==> config.mk <==
export PLATFORM = sky130hd
export DESIGN_NAME = i2c_reg_target
export DESIGN_NICKNAME = d
export VERILOG_FILES = /design/src/rtl/i2c_tgt_pkg.sv /design/src/rtl/i2c_tgt_line_sync.sv /design/src/rtl/i2c_tgt_engine.sv /design/src/rtl/i2c_reg_target.sv
export SDC_FILE = /design/constraint.sdc
export NUM_CORES = 1
export LEC_CHECK = 0
export CAP_MARGIN = 20
export CELL_PAD_IN_SITES_DETAIL_PLACEMENT = 0
export CELL_PAD_IN_SITES_GLOBAL_PLACEMENT = 1
export CORE_MARGIN = 5
export CORE_UTILIZATION = 44
export DETAILED_ROUTE_END_ITERATION = 8
export PLACE_DENSITY = 0.9
export REMOVE_ABC_BUFFERS = 1
export SETUP_SLACK_MARGIN = 0.5
export SYNTH_ARGS = -nofsm -noshare
export SYNTH_HDL_FRONTEND = slang
export SYNTH_HIERARCHICAL = 1
export SYNTH_SLANG_ARGS = --single-unit
==> constraint.sdc <==
create_clock -name clk -period 3.1 [get_ports clk]
set_clock_uncertainty 0.1 [all_clocks]
set_input_delay 0.465 -clock clk [delete_from_list [all_inputs] [get_ports clk]]
set_output_delay 0.465 -clock clk [all_outputs]
set_load 0.005 [all_outputs]
==> src/rtl/i2c_tgt_pkg.sv <==
package i2c_tgt_pkg;

    localparam int BYTE_W = 8;

    // Top-level activity of the target.
    typedef enum logic [1:0] {
        ST_IDLE = 2'd0,   // released, waiting for START
        ST_RX   = 2'd1,   // receiving a byte from the master
        ST_TX   = 2'd2    // shifting a register byte out
    } tgt_state_e;

    // Meaning of the byte being received.
    typedef enum logic [1:0] {
        RL_SEL  = 2'd0,   // device select byte
        RL_ADDR = 2'd1,   // register address byte
        RL_DATA = 2'd2    // register data byte
    } rx_role_e;

endpackage

==> src/rtl/i2c_tgt_line_sync.sv <==
module i2c_tgt_line_sync #(
    parameter int STAGES = 2
) (
    input  logic clk,
    input  logic rst_n,
    input  logic scl_i,
    input  logic sda_i,
    output logic scl_s,
    output logic sda_s,
    output logic scl_rise,
    output logic scl_fall,
    output logic ev_start,
    output logic ev_stop
);

    typedef struct packed {
        logic [STAGES-1:0] scl_pipe;
        logic [STAGES-1:0] sda_pipe;
        logic              scl_prev;
        logic              sda_prev;
    } sync_t;

    sync_t sync_d, sync_q;

    // Next-state logic: shift both lines in and keep one previous sample.
    always_comb begin
        sync_d          = sync_q;
        sync_d.scl_pipe = {sync_q.scl_pipe[STAGES-2:0], scl_i};
        sync_d.sda_pipe = {sync_q.sda_pipe[STAGES-2:0], sda_i};
        sync_d.scl_prev = sync_q.scl_pipe[STAGES-1];
        sync_d.sda_prev = sync_q.sda_pipe[STAGES-1];
    end

    // Reset to the idle (high) bus level.
    always_ff @(posedge clk or negedge rst_n) begin
        if (!rst_n) sync_q <= '1;
        else        sync_q <= sync_d;
    end

    assign scl_s    = sync_q.scl_pipe[STAGES-1];
    assign sda_s    = sync_q.sda_pipe[STAGES-1];
    assign scl_rise = scl_s & ~sync_q.scl_prev;
    assign scl_fall = ~scl_s & sync_q.scl_prev;
    // START: SDA falls while SCL stays high. STOP: SDA rises while SCL stays high.
    assign ev_start = scl_s & sync_q.scl_prev & sync_q.sda_prev & ~sda_s;
    assign ev_stop  = scl_s & sync_q.scl_prev & ~sync_q.sda_prev & sda_s;

endmodule

==> src/rtl/i2c_tgt_engine.sv <==
module i2c_tgt_engine
    import i2c_tgt_pkg::*;
#(
    parameter logic [6:0] DEV_ADDR = 7'h2A,
    parameter int         AW       = 8
) (
    input  logic              clk,
    input  logic              rst_n,
    input  logic              scl_s,
    input  logic              sda_s,
    input  logic              scl_rise,
    input  logic              scl_fall,
    input  logic              ev_start,
    input  logic              ev_stop,
    input  logic [BYTE_W-1:0] reg_rdata,
    output logic              sda_oe,
    output logic              reg_we,
    output logic [AW-1:0]     reg_addr,
    output logic [BYTE_W-1:0] reg_wdata
);

    // Bit-count values: 8 rising SCL edges complete a byte; the 9th is the ack slot.
    localparam logic [3:0] CNT_BYTE = 4'd8;
    localparam logic [3:0] CNT_ACK  = 4'd9;

    typedef struct packed {
        tgt_state_e        st;
        rx_role_e          role;
        logic [3:0]        cnt;
        logic [BYTE_W-1:0] shreg;
        logic [AW-1:0]     ptr;
        logic              oe;
        logic              rw;
        logic              mack;
        logic              we;
        logic [BYTE_W-1:0] wdata;
    } eng_t;

    eng_t eng_d, eng_q;

    always_comb begin
        eng_d    = eng_q;
        eng_d.we = 1'b0;
        if (ev_stop) begin
            eng_d.st = ST_IDLE;
            eng_d.oe = 1'b0;
        end else if (ev_start) begin
            eng_d.st   = ST_RX;
            eng_d.role = RL_SEL;
            eng_d.cnt  = 4'd0;
            eng_d.oe   = 1'b0;
        end else begin
            case (eng_q.st)
                ST_RX: begin
                    if (scl_rise && eng_q.cnt < CNT_ACK) begin
                        if (eng_q.cnt < CNT_BYTE)
                            eng_d.shreg = {eng_q.shreg[BYTE_W-2:0], sda_s};
                        eng_d.cnt = eng_q.cnt + 4'd1;
                    end else if (scl_fall && eng_q.cnt == CNT_BYTE) begin
                        // Byte complete: decide the acknowledge.
                        case (eng_q.role)
                            RL_SEL: begin
                                if (eng_q.shreg[7:1] == DEV_ADDR) begin
                                    eng_d.oe = 1'b1;
                                    eng_d.rw = eng_q.shreg[0];
                                end else begin
                                    eng_d.st = ST_IDLE;
                                end
                            end
                            RL_ADDR: begin
                                eng_d.ptr = eng_q.shreg[AW-1:0];
                                eng_d.oe  = 1'b1;
                            end
                            default: begin
                                eng_d.we    = 1'b1;
                                eng_d.wdata = eng_q.shreg;
                                eng_d.oe    = 1'b1;
                            end
                        endcase
                    end else if (scl_fall && eng_q.cnt == CNT_ACK) begin
                        // End of the acknowledge slot.
                        eng_d.oe  = 1'b0;
                        eng_d.cnt = 4'd0;
                        case (eng_q.role)
                            RL_SEL: begin
                                if (eng_q.rw) begin
                                    eng_d.st    = ST_TX;
                                    eng_d.shreg = reg_rdata;
                                    eng_d.oe    = ~reg_rdata[7];
                                end else begin
                                    eng_d.role = RL_ADDR;
                                end
                            end
                            RL_ADDR: eng_d.role = RL_DATA;
                            default: eng_d.ptr = eng_q.ptr + 1'b1;
                        endcase
                    end
                end
                ST_TX: begin
                    if (scl_rise && eng_q.cnt < CNT_ACK) begin
                        if (eng_q.cnt == CNT_BYTE) eng_d.mack = ~sda_s;
                        eng_d.cnt = eng_q.cnt + 4'd1;
                    end else if (scl_fall) begin
                        if (eng_q.cnt >= 4'd1 && eng_q.cnt <= 4'd7) begin
                            eng_d.shreg = {eng_q.shreg[BYTE_W-2:0], 1'b0};
                            eng_d.oe    = ~eng_q.shreg[6];
                        end else if (eng_q.cnt == CNT_BYTE) begin
                            // Release SDA for the master's answer; the byte counts as sent.
                            eng_d.oe  = 1'b0;
                            eng_d.ptr = eng_q.ptr + 1'b1;
                        end else if (eng_q.cnt == CNT_ACK) begin
                            if (eng_q.mack) begin
                                eng_d.cnt   = 4'd0;
                                eng_d.shreg = reg_rdata;
                                eng_d.oe    = ~reg_rdata[7];
                            end else begin
                                eng_d.st = ST_IDLE;
                            end
                        end
                    end
                end
                default: ;
            endcase
        end
    end

    always_ff @(posedge clk or negedge rst_n) begin
        if (!rst_n) begin
            eng_q      <= '0;
            eng_q.st   <= ST_IDLE;
            eng_q.role <= RL_SEL;
        end else begin
            eng_q <= eng_d;
        end
    end

    assign sda_oe    = eng_q.oe;
    assign reg_we    = eng_q.we;
    assign reg_addr  = eng_q.ptr;
    assign reg_wdata = eng_q.wdata;

    // the SDA drive changes only while SCL is low, except on a START or STOP release.
    p_oe_scl_low_r9: assert property (@(posedge clk) disable iff (!rst_n)
        (eng_q.oe != $past(eng_q.oe)) |-> (!$past(scl_s) || $past(ev_start) || $past(ev_stop)));

    // an idle target neither drives the line nor writes.
    p_idle_quiet_r8: assert property (@(posedge clk) disable iff (!rst_n)
        (eng_q.st == ST_IDLE) |-> (!eng_q.oe && !eng_q.we));

    // while receiving, SDA is pulled only in the acknowledge slot.
    p_rx_ack_slot_r2: assert property (@(posedge clk) disable iff (!rst_n)
        (eng_q.st == ST_RX && eng_q.oe) |-> (eng_q.cnt >= CNT_BYTE));

    // every write strobe lasts exactly one cycle.
    p_we_single_r3: assert property (@(posedge clk) disable iff (!rst_n)
        eng_q.we |=> !eng_q.we);

    // a STOP leaves the pointer untouched.
    p_ptr_hold_stop_r10: assert property (@(posedge clk) disable iff (!rst_n)
        ev_stop |=> (eng_q.ptr == $past(eng_q.ptr)));

    // during the master's answer to a read byte the line is released.
    p_tx_release_r7: assert property (@(posedge clk) disable iff (!rst_n)
        (eng_q.st == ST_TX && eng_q.cnt == CNT_ACK) |-> !eng_q.oe);

endmodule

==> src/rtl/i2c_reg_target.sv <==
module i2c_reg_target
    import i2c_tgt_pkg::*;
#(
    parameter logic [6:0] DEV_ADDR    = 7'h2A,
    parameter int         AW          = 8,
    parameter int         SYNC_STAGES = 2
) (
    input  logic              clk,
    input  logic              rst_n,
    input  logic              scl_i,
    input  logic              sda_i,
    output logic              sda_oe,
    output logic              reg_we,
    output logic [AW-1:0]     reg_addr,
    output logic [BYTE_W-1:0] reg_wdata,
    input  logic [BYTE_W-1:0] reg_rdata
);

    logic scl_s, sda_s, scl_rise, scl_fall, ev_start, ev_stop;

    i2c_tgt_line_sync #(
        .STAGES (SYNC_STAGES)
    ) u_sync (
        .clk      (clk),
        .rst_n    (rst_n),
        .scl_i    (scl_i),
        .sda_i    (sda_i),
        .scl_s    (scl_s),
        .sda_s    (sda_s),
        .scl_rise (scl_rise),
        .scl_fall (scl_fall),
        .ev_start (ev_start),
        .ev_stop  (ev_stop)
    );

    i2c_tgt_engine #(
        .DEV_ADDR (DEV_ADDR),
        .AW       (AW)
    ) u_engine (
        .clk       (clk),
        .rst_n     (rst_n),
        .scl_s     (scl_s),
        .sda_s     (sda_s),
        .scl_rise  (scl_rise),
        .scl_fall  (scl_fall),
        .ev_start  (ev_start),
        .ev_stop   (ev_stop),
        .reg_rdata (reg_rdata),
        .sda_oe    (sda_oe),
        .reg_we    (reg_we),
        .reg_addr  (reg_addr),
        .reg_wdata (reg_wdata)
    );

endmodule

==> results by group <==
Floorplanning
  • Die W: 88.1 um
  • Initial core utilization: 0.453
  • Std cell rows: 28
  • Die span in y: 88.1 um
  • # IOs: 30
  • Die area: 0.00776 sq mm
  • Core footprint: 0.00592 sq mm

STA
  • RSZ-0062 raised after global routing: false
  • Fin crit period: 2500 ps
  • Setup TNS: 0 ps
  • Worst-margin pin slew: 918 ps
  • Period utilisation layout: 0.806
  • Setup-failing EPs final: 0
  • Max-slew violation count: 0
  • Fmax: 0.400 GHz
  • Relative slew margins: 0.388
  • Final hold violation count: 0

Cells and area
  • Nets: 292
  • # diodes: 0
  • Most frequent cells in the layout: dfrtp_1, clkdlybuf4s50_1, mux2_2
  • Fillers: 531
  • P&R area growth vs syn: 13.6%
  • Commonest non-fill, non-tap cell in the layout: dfrtp_1
  • Layout cell share with drive strength beyond 1: 0.247
  • Non-Filler Instances: 350
  • Final Util: 0.515

Detailed routing
  • Routed WL: 6270 um
  • Drt via density: 5.92
  • Router iterations before antenna repair: 4
  • Wirelength per Cell: 17.9 um
  • Residual DRC: 0
  • Post-route antenna net violation count: 0
  • Vias post-DR: 2072
  • Initial DRC count: 172

Critical path
  • Startpoint types: flip-flop
  • Req. time, crit path: 3200 ps
  • Crit path from: u_sync/sda_s$_DFF_PN1_
  • Worst r2r dst: u_engine/eng_q[27]$_DFFE_PN0P_
  • Reg2reg start: u_sync/sda_s$_DFF_PN1_
  • Crit end category: flip-flop
  • Setup slack, reg-to-reg: 600 ps
  • Setup CP Type: flip-flop to flip-flop
  • Arr. time, crit path: 2590 ps
  • CP max FO: 8
  • Reg2Reg Depth: 7

Run
  • Max cap viols: 0

Yosys
  • Mapped Area: 0.00268 sq mm
  • EDFF count, synth: 0
  • Synth cell types: 67
  • Asr flop ratio synth: 1.00
  • Seq/Total Area, Yosys: 0.395
  • Synth warnings: 6
  • Dominant synthesized flop cell: dfrtp_1
  • #FFs+latches synth: 42
  • Mean post-synth cell area: 10.3 sq um
  • Synthesized instance count: 261

Global routing
  • GRT overflow: 0
  • First-pass GRT wire length: 10600 um
  • Vias in the first global route: 2129
  • Total global-route track usage: 0.171
  • Pin count of the biggest net entering global routing: 43
  • Antenna violations before repair: 0

Placement
  • Placed insts: 340
  • Post-DP HPWL: 4490 um
  • Gpl congestion: 0.919
  • IO Port Bufs: 29

Clock tree
  • Num Clock Sinks: 42
  • Cts bufs inserted: 5
  • CTS root buf: clkbuf_8
  • Clock Latency Late Sink: 300 ps
  • Hold buffers post-CTS: 0
  • Clock Tree Buf Depth: 2
  • CTS clk-pin slew, worst paths: 100 ps
  • TritonCTS clock tree: yes
  • CTS H-tree depth: 2

Hold path
  • Hold Path Class: input port to async pin

Power
  • Leakage: 0.00130 uW
  • Peak VDD IR: 0.000340 V
  • Pwr/cell area: 725 mW/mm^2

Status
  • Status: complete, no violations
where the power goes:
group / internal, uW / switching, uW
sequential: 654 / 142
clock: 169 / 221
combinational: 521 / 504
routing by layer:
metal | global-route usage | part of all wire | vias to the layer above
met1 | 0.229 | 0.45 | 1008
met3 | 0.0273 | 0.052 | 15
li1 | - | - | 973
met5 | 0 | 0 | -
met2 | 0.295 | 0.48 | 76
met4 | 0.0316 | 0.017 | 0
cells in the mapped netlist (3+ instances only):
master | instances | area share
nand3_1 | 7 | 0.013
mux2i_1 | 6 | 0.022
nor2_1 | 16 | 0.022
nand2b_1 | 3 | 0.0070
buf_2 | 4 | 0.0075
a31oi_1 | 4 | 0.0093
nand2_1 | 8 | 0.011
a2bb2oi_1 | 6 | 0.020
o21ai_0 | 14 | 0.026
dfrtp_1 | 36 | 0.34
nor3b_1 | 5 | 0.014
nor2b_1 | 6 | 0.014
mux2_2 | 24 | 0.10
inv_1 | 12 | 0.017
dfstp_2 | 6 | 0.059
nor3_1 | 10 | 0.019
clkbuf_1 | 6 | 0.0084
or2_2 | 3 | 0.0070
a211oi_1 | 3 | 0.0084
and4b_1 | 4 | 0.015
a21oi_1 | 3 | 0.0056
ha_1 | 6 | 0.028
buf_4 | 18 | 0.050
layout make-up:
| cell class | instances | area [sq um] | area share |
|---|---|---|---|
| tap | 75 | 93.8 | 0.0308 |
| multi-input combinational | 176 | 1400 | 0.460 |
| inverter | 12 | 45.0 | 0.0148 |
| timing repair buffer | 37 | 349 | 0.115 |
| clock buffer | 5 | 68.8 | 0.0226 |
| clock inverter | 3 | 28.8 | 0.00945 |
| sequential | 42 | 1060 | 0.347 |
metrics by stage:
step | hold slack (ps) | setup slack, ps | area [sq um] | power, uW
3_5_place_dp | 250 | 471 | 2900 | 1760
4_1_cts | 224 | 520 | 3010 | 2170
6_report | 192 | 602 | 3050 | 2210
3_3_place_gp | 248 | 455 | 2900 | 1740
2_1_floorplan | 69.4 | 596 | 2480 | 1490
5_1_grt | 268 | 500 | 3050 | 2340
kinds of logic (layout without fill, tap and decap cells):
logic type                 count (synthesis)  in the layout  synth area share
muxes                                     31             31             0.127
adders and majority gates                  6              6            0.0280
buffers and inverters                     43             57            0.0933
and+or+nand+nor                           77             77             0.179
DFF                                       42             42             0.395
AOI/OAI and AO/OA                         62             62             0.178
registers in the layout, indices dropped and copies added (netlist names):
name	cells
u_engine/eng_q	18
u_sync/sync_q	2
u_sync/scl_s	1
u_engine/reg_addr	8
u_sync/sda_s	1
u_engine/sda_oe	1
u_engine/reg_wdata	8
u_engine/reg_we	1
u_sync/sync_d	2
repair_timing:
item | 4_1_cts | 5_1_grt
endpoints found under the hold margin | 0 | 0
setup buffers | 1 | 1
endpoints found under the setup margin | 9 | 28
pin swaps | 1 | 1
gates resized for setup | 3 | 10
how the worst max path moves through the flow:
stage / end / slack (ps) / cells past startpoint
after global placement: u_engine/sda_oe$_DFFE_PN0P_ / 450 / 6
after global routing: u_engine/eng_q[20]$_DFFE_PN0P_ / 500 / 7
final: u_engine/eng_q[27]$_DFFE_PN0P_ / 600 / 7
after floorplan: u_engine/eng_q[21]$_DFFE_PN0P_ / 600 / 5
after CTS: u_engine/eng_q[20]$_DFFE_PN0P_ / 520 / 7
after detailed placement: u_engine/eng_q[27]$_DFFE_PN0P_ / 470 / 5
worst max-delay path, stage by stage, from the launching register on:
cell and delay [ps]:
dfstp_2 580, and4b_4 250, nor2_8 150, o21ai_1 100, or3_4 410, nor4_4 290
buf_6 170, mux2_2 340
Power figures use the tool's default switching activity.
